[config.mk]
export PLATFORM = sky130hd
export DESIGN_NAME = desc_seq
export DESIGN_NICKNAME = d
export VERILOG_FILES = /design/src/rtl/desc_seq_pkg.sv /design/src/rtl/desc_count_dec.sv /design/src/rtl/desc_order.sv /design/src/rtl/desc_fsm.sv /design/src/rtl/desc_seq.sv
export SDC_FILE = /design/constraint.sdc
export NUM_CORES = 1
export LEC_CHECK = 0
export BUFFER_PORTS_ARGS = -buffer_cell sky130_fd_sc_hd__buf_2
export CORE_ASPECT_RATIO = 1.5
export CORE_UTILIZATION = 49
export CTS_BUF_LIST = sky130_fd_sc_hd__clkbuf_4 sky130_fd_sc_hd__clkbuf_8 sky130_fd_sc_hd__clkbuf_16
export DETAILED_ROUTE_END_ITERATION = 7
export PLACE_DENSITY_LB_ADDON = 0.05
export SYNTH_ARGS = -nofsm -noshare
export SYNTH_HDL_FRONTEND = slang
export SYNTH_SLANG_ARGS = --single-unit
[constraint.sdc]
create_clock -name clk_i -period 3.1 [get_ports clk_i]
set_input_delay 0 -clock clk_i [delete_from_list [all_inputs] [get_ports clk_i]]
set_output_delay 0 -clock clk_i [all_outputs]
set_load 0.01 [all_outputs]
[src/rtl/desc_seq_pkg.sv]
package desc_seq_pkg;
  typedef enum logic [1:0] {ST_IDLE, ST_REQ, ST_WAIT, ST_RPT} seq_st_e;
  // value is the word index of the field inside a descriptor
  typedef enum logic [1:0] {FLD_SRC = 2'd0, FLD_DST = 2'd1, FLD_LINK = 2'd2, FLD_CTRL = 2'd3} fld_e;
  localparam int unsigned NUM_WORDS = 4;
endpackage

[src/rtl/desc_count_dec.sv]
module desc_count_dec #(
  parameter int unsigned DW = 32,
  parameter int unsigned CW = 12
) (
  input  logic [DW-1:0] ctrl_i,
  output logic          cnt_zero_o,
  output logic          cnt_last_o,
  output logic [DW-1:0] ctrl_dec_o
);
  logic [CW-1:0] cnt;
  assign cnt        = ctrl_i[CW-1:0];
  assign cnt_zero_o = (cnt == '0);
  assign cnt_last_o = (cnt == CW'(1));
  assign ctrl_dec_o = {ctrl_i[DW-1:CW], cnt - CW'(1)};
endmodule

[src/rtl/desc_order.sv]
module desc_order
  import desc_seq_pkg::*;
#(
  parameter int unsigned AW = 32,
  parameter int unsigned DW = 32,
  parameter int unsigned SW = 2
) (
  input  logic [SW-1:0] step_i,
  input  logic [AW-1:0] base_i,
  output fld_e          fld_o,
  output logic [AW-1:0] addr_o
);
  localparam int unsigned WB = DW / 8;

  // control word before link: the old link stays the base until the end
  always_comb begin
    case (step_i)
      SW'(0):  fld_o = FLD_SRC;
      SW'(1):  fld_o = FLD_DST;
      SW'(2):  fld_o = FLD_CTRL;
      default: fld_o = FLD_LINK;
    endcase
  end

  assign addr_o = base_i + AW'(32'(fld_o) * WB);
endmodule

[src/rtl/desc_fsm.sv]
module desc_fsm
  import desc_seq_pkg::*;
#(
  parameter int unsigned SW = 2
) (
  input  logic          clk_i,
  input  logic          rst_ni,
  input  logic          accept_i,
  input  logic          fetch_i,
  input  logic          rd_valid_i,
  input  logic          rd_err_i,
  output seq_st_e       st_o,
  output logic [SW-1:0] step_o,
  output logic          last_step_o
);
  seq_st_e       st_q, st_d;
  logic [SW-1:0] step_q, step_d;

  assign last_step_o = (step_q == SW'(NUM_WORDS - 1));

  always_comb begin
    st_d   = st_q;
    step_d = step_q;
    case (st_q)
      ST_IDLE: if (accept_i) begin
        step_d = '0;
        st_d   = fetch_i ? ST_REQ : ST_RPT;
      end
      ST_REQ:  st_d = ST_WAIT;
      ST_WAIT: if (rd_valid_i) begin
        if (rd_err_i || last_step_o) st_d = ST_RPT;
        else begin
          st_d   = ST_REQ;
          step_d = step_q + SW'(1);
        end
      end
      default: st_d = ST_IDLE;
    endcase
  end

  always_ff @(posedge clk_i or negedge rst_ni) begin
    if (!rst_ni) begin
      st_q   <= ST_IDLE;
      step_q <= '0;
    end else begin
      st_q   <= st_d;
      step_q <= step_d;
    end
  end

  assign st_o   = st_q;
  assign step_o = step_q;
endmodule

[src/rtl/desc_seq.sv]
module desc_seq
  import desc_seq_pkg::*;
#(
  parameter int unsigned AW     = 32,
  parameter int unsigned DW     = 32,
  parameter int unsigned CW     = 12,
  parameter int unsigned TC_BIT = 31
) (
  input  logic          clk_i,
  input  logic          rst_ni,
  input  logic          dec_i,
  input  logic          en_i,
  input  logic [AW-1:0] src_i,
  input  logic [AW-1:0] dst_i,
  input  logic [AW-1:0] link_i,
  input  logic [DW-1:0] ctrl_i,
  output logic          rd_req_o,
  output logic [AW-1:0] rd_addr_o,
  input  logic          rd_valid_i,
  input  logic          rd_err_i,
  input  logic [DW-1:0] rd_data_i,
  output logic          busy_o,
  output logic          upd_o,
  output logic [AW-1:0] src_o,
  output logic [AW-1:0] dst_o,
  output logic [AW-1:0] link_o,
  output logic [DW-1:0] ctrl_o,
  output logic          en_o,
  output logic          done_o,
  output logic          tc_irq_o,
  output logic          err_irq_o
);
  localparam int unsigned SW = $clog2(NUM_WORDS);

  seq_st_e       st;
  logic [SW-1:0] step;
  logic          last_step;
  logic          cnt_zero, cnt_last;
  logic [DW-1:0] ctrl_dec;
  fld_e          fld;
  logic          accept, fetch, link_zero, rd_take;

  logic [AW-1:0] src_q, dst_q, link_q;
  logic [DW-1:0] ctrl_q;
  logic          en_q, term_q, tc_q, err_q;

  desc_count_dec #(.DW(DW), .CW(CW)) u_cnt (
    .ctrl_i    (ctrl_i),
    .cnt_zero_o(cnt_zero),
    .cnt_last_o(cnt_last),
    .ctrl_dec_o(ctrl_dec)
  );

  desc_order #(.AW(AW), .DW(DW), .SW(SW)) u_ord (
    .step_i(step),
    .base_i(link_q),
    .fld_o (fld),
    .addr_o(rd_addr_o)
  );

  assign link_zero = (link_i == '0);
  assign accept    = (st == ST_IDLE) && dec_i && en_i && !cnt_zero;
  assign fetch     = cnt_last && !link_zero;
  assign rd_take   = (st == ST_WAIT) && rd_valid_i;

  desc_fsm #(.SW(SW)) u_fsm (
    .clk_i      (clk_i),
    .rst_ni     (rst_ni),
    .accept_i   (accept),
    .fetch_i    (fetch),
    .rd_valid_i (rd_valid_i),
    .rd_err_i   (rd_err_i),
    .st_o       (st),
    .step_o     (step),
    .last_step_o(last_step)
  );

  always_ff @(posedge clk_i or negedge rst_ni) begin
    if (!rst_ni) begin
      src_q  <= '0;
      dst_q  <= '0;
      link_q <= '0;
      ctrl_q <= '0;
      en_q   <= 1'b0;
      term_q <= 1'b0;
      tc_q   <= 1'b0;
      err_q  <= 1'b0;
    end else if (accept) begin
      src_q  <= src_i;
      dst_q  <= dst_i;
      link_q <= link_i;
      ctrl_q <= ctrl_dec;
      en_q   <= !(cnt_last && link_zero);
      term_q <= cnt_last;
      tc_q   <= cnt_last && link_zero && ctrl_i[TC_BIT];
      err_q  <= 1'b0;
    end else if (rd_take) begin
      if (rd_err_i) begin
        en_q  <= 1'b0;
        err_q <= 1'b1;
        tc_q  <= 1'b0;
      end else begin
        case (fld)
          FLD_SRC:  src_q  <= AW'(rd_data_i);
          FLD_DST:  dst_q  <= AW'(rd_data_i);
          FLD_CTRL: ctrl_q <= rd_data_i;
          default:  link_q <= AW'(rd_data_i);
        endcase
        if (last_step)
          tc_q <= (fld == FLD_CTRL) ? rd_data_i[TC_BIT] : ctrl_q[TC_BIT];
      end
    end
  end

  assign rd_req_o  = (st == ST_REQ);
  assign busy_o    = (st != ST_IDLE);
  assign upd_o     = (st == ST_RPT);
  assign done_o    = upd_o && term_q;
  assign tc_irq_o  = upd_o && tc_q;
  assign err_irq_o = upd_o && err_q;
  assign src_o     = src_q;
  assign dst_o     = dst_q;
  assign link_o    = link_q;
  assign ctrl_o    = ctrl_q;
  assign en_o      = en_q;
endmodule

==> impl_metrics.py <==
metrics = {
    "sta": {
        "final-hold-violation-count": 0,
        "tightestPinTransition_ns": 0.951,
        "finalClockSkew_ns": 0.00811,
        "min_period_ns": 2.97,
        "period_share_pct": 95.8,
        "max-slew-margin-rel_pct": 36.6,
        "fin_setup_tns_ns": 0,
        "finalSetupViolations": 0,
        "fmax_mhz": 337,
        "finalMaxSlewViolations": 0,
        "rsz0062_at_grt": "no",
    },
    "cells_and_area": {
        "syn2layout_area_growth_pct": 51.0,
        "final_cells": 1333,
        "regArea_um2": 3400,
        "diodes": 0,
        "drive_above_1_share_pct": 56.0,
        "final_nets": 1292,
        "multi_input_area_um2": 4390,
        "fillerInstances": 1098,
    },
    "synthesis": {
        "synth_top_area_cell": "dfrtp_1",
        "synth_ff_type": "dfrtp_1",
        "async_flop_share_pct": 100,
        "ys_seq_area_share_pct": 42.1,
        "ys_top_cells_by_area": "dfrtp_1, mux2_2, mux2_4, mux2i_1, xnor2_1",
        "synth_fp_nets": 784,
        "synth_cells": 606,
        "synthDistinctLibCells": 47,
        "ys_top_cells_by_count": "mux2_2, dfrtp_1, mux2_4",
        "synth.top_cell.area_share_pct": 42.1,
        "synth_most_common_cell": "mux2_2",
        "syn_area_um2": 8090,
        "ys_ff_latch": 136,
        "synth_warnings": 0,
        "synth_edf_count": 0,
        "avgSynthCellArea_um2": 13.4,
    },
    "placed_design": {
        "dp.cells": 1124,
        "hpwl_um": 18200,
        "routabilityCongestion": 0.902,
        "port_buffers": 332,
    },
    "routing": {
        "wirelength_um": 26600,
        "first_pass_iters": 4,
        "vias_per_cell": 5.37,
        "postRouteAntennaNets": 0,
        "wl_per_cell_um": 20.0,
        "dr_total_vias": 7153,
        "route.detailed.drc": 0,
        "drtIter0Drc": 314,
    },
    "floorplan": {
        "die_h_um": 159,
        "dieArea_um2": 17000,
        "start_util_pct": 50.0,
        "die_w_um": 107,
        "std_cell_rows": 57,
        "coreArea_um2": 16200,
        "ios": 333,
    },
    "worst_setup_path": {
        "cp_slowest_cell": "or4_1",
        "crit_fanout": 31,
        "crit_required_ns": 3.40,
        "max_stage_delay_ns": 0.65,
        "cp_cell_sequence": "dlygate4sd3_1 -> buf_2 -> or4_1 -> nor4_4 -> or2_4 -> buf_12 -> mux2_4 -> dlygate4sd3_1",
        "end_kind": "flop",
        "arrival_ns": 3.27,
        "cp-start-kind": "primary input",
        "rr_worst_depth": 5,
        "crit_type": "in2reg",
        "cp_common_cell": "dlygate4sd3_1",
    },
    "cts": {
        "cts_tree": "done",
        "clk_path_buf_depth": 2,
        "htree_levels": 4,
        "root_buffer": "clkbuf_16",
        "cts.clk_slew.worst_paths_ns": 0.06,
        "insertion_delay_ns": 0.42,
        "clock_sinks": 136,
        "cts_made_buffers": 17,
    },
    "hold_path": {
        "hold_depth": 3,
        "min_path_type": "in2reg",
    },
    "pwr": {
        "vdd.ir_drop.worst_v": 0.000526,
        "p_leak_nw": 6.13,
        "powerDensity_nw_per_um2": 902,
    },
    "grt": {
        "grt_pass1_wl_um": 40600,
        "gr-total-overflow": 0,
        "antenna_found_initial": 0,
        "grt_max_degree": 98,
        "grt_usage_pct": 31.3,
        "grt_pass1_vias": 7658,
    },
    "flow_run": {
        "maxCapViolations": 0,
    },
    "run_status": {
        "status": "finished clean",
    },
}
-- routing by layer --
metal / GRT usage [%] / share of wire (%) / vias to the layer above
met2: 57.4 / 54 / 311
met3: 6.26 / 5.4 / 67
li1: - / - / 3228
met4: 14.4 / 3.6 / 0
met1: 33.9 / 37 / 3547
met5: 0 / 0 / -
-- cells in the final DEF (no fill, tap or decap), types with 13 or more instances in the layout --
| cell | n |
|---|---|
| buf_2 | 331 |
| buf_4 | 16 |
| clkbuf_16 | 17 |
| dfrtp_1 | 135 |
| dlygate4sd3_1 | 166 |
| mux2_2 | 158 |
| mux2_4 | 70 |
| mux2i_1 | 26 |
| nand2_1 | 16 |
| nand4_1 | 13 |
| xnor2_1 | 28 |
-- flip-flops by register name (all words and copies together) (netlist names) --
signal	flops
link_o	32
u_fsm.st_o	2
tc_q	1
err_q	1
src_o	32
en_o	1
dst_o	32
term_q	1
ctrl_o	32
u_fsm.step_o	2
-- cell type report --
type	instances	area share (%)
multi-input combinational	430	35.9
timing repair buffer	520	29.2
sequential	136	27.9
clock buffer	21	3.78
tap	206	2.11
clock inverter	11	0.829
inverter	9	0.276
-- critical path: cells and delay by family --
family                 cells  cell delay (ns)
multiplexers               1             0.33
buffers and inverters      4             1.53
AND/OR/NAND/NOR            3             1.37
-- kinds of logic after synthesis --
kind of cell | after synthesis | share of synthesized area (%)
muxes | 258 | 38.7
DFF | 136 | 42.1
and+or+nand+nor | 108 | 7.92
buffers and inverters | 41 | 4.16
xor gates and xnor gates | 38 | 4.11
AOI/OAI and AO/OA | 13 | 1.07
adders and majority gates | 12 | 1.95
-- report_power, final --
| group | internal (mW) | switching, mW | total, mW |
|---|---|---|---|
| sequential | 2.68 | 0.740 | 3.42 |
| combinational | 3.30 | 2.38 | 5.67 |
| clock | 1.15 | 0.788 | 1.94 |
-- path summary, 6_finish.rpt --
| check | start | endpoint | slack, ns |
|---|---|---|---|
| setup / recovery | ctrl_i[7] | dst_o[15]$_DFFE_PN0P_ | 0.13 |
| hold reg to reg | term_q$_DFFE_PN0P_ | term_q$_DFFE_PN0P_ | 0.50 |
| min in group asynchronous | rst_ni | dst_o[17]$_DFFE_PN0P_ | 0.24 |
| max in group asynchronous | rst_ni | u_fsm.step_o[1]$_DFFE_PN0P_ | 1.90 |
| setup reg to reg | u_fsm.st_o[0]$_DFFE_PN0P_ | link_o[15]$_DFFE_PN0P_ | 0.22 |
| hold / removal | rd_data_i[5] | ctrl_o[5]$_DFFE_PN0P_ | 0.002 |
-- repair_timing --
item,CTS,global route
gates cloned,0,1
resized for setup,0,5
pin swaps,0,5
hold buffers,166,0
buffers inserted,1,9
setup endpoints to repair,5,32
endpoints found under the hold margin,226,0
-- through the flow --
stage          hold slack, ns  utilization, %  power, mW  setup slack (ns)  cell area [um2]
6_report              0.00203            75.5       11.0             0.132            12200
5_1_grt                0.0103            75.5       11.6           0.00127            12200
4_1_cts              0.000342            74.9       10.9            0.0343            12100
3_5_place_dp            0.171            61.1       8.44             0.404             9890
3_3_place_gp            0.160            61.1       8.26             0.508             9890
2_1_floorplan          -0.296               -       6.55             0.526             8090
Note: power is estimated with default switching activity, not from simulation.
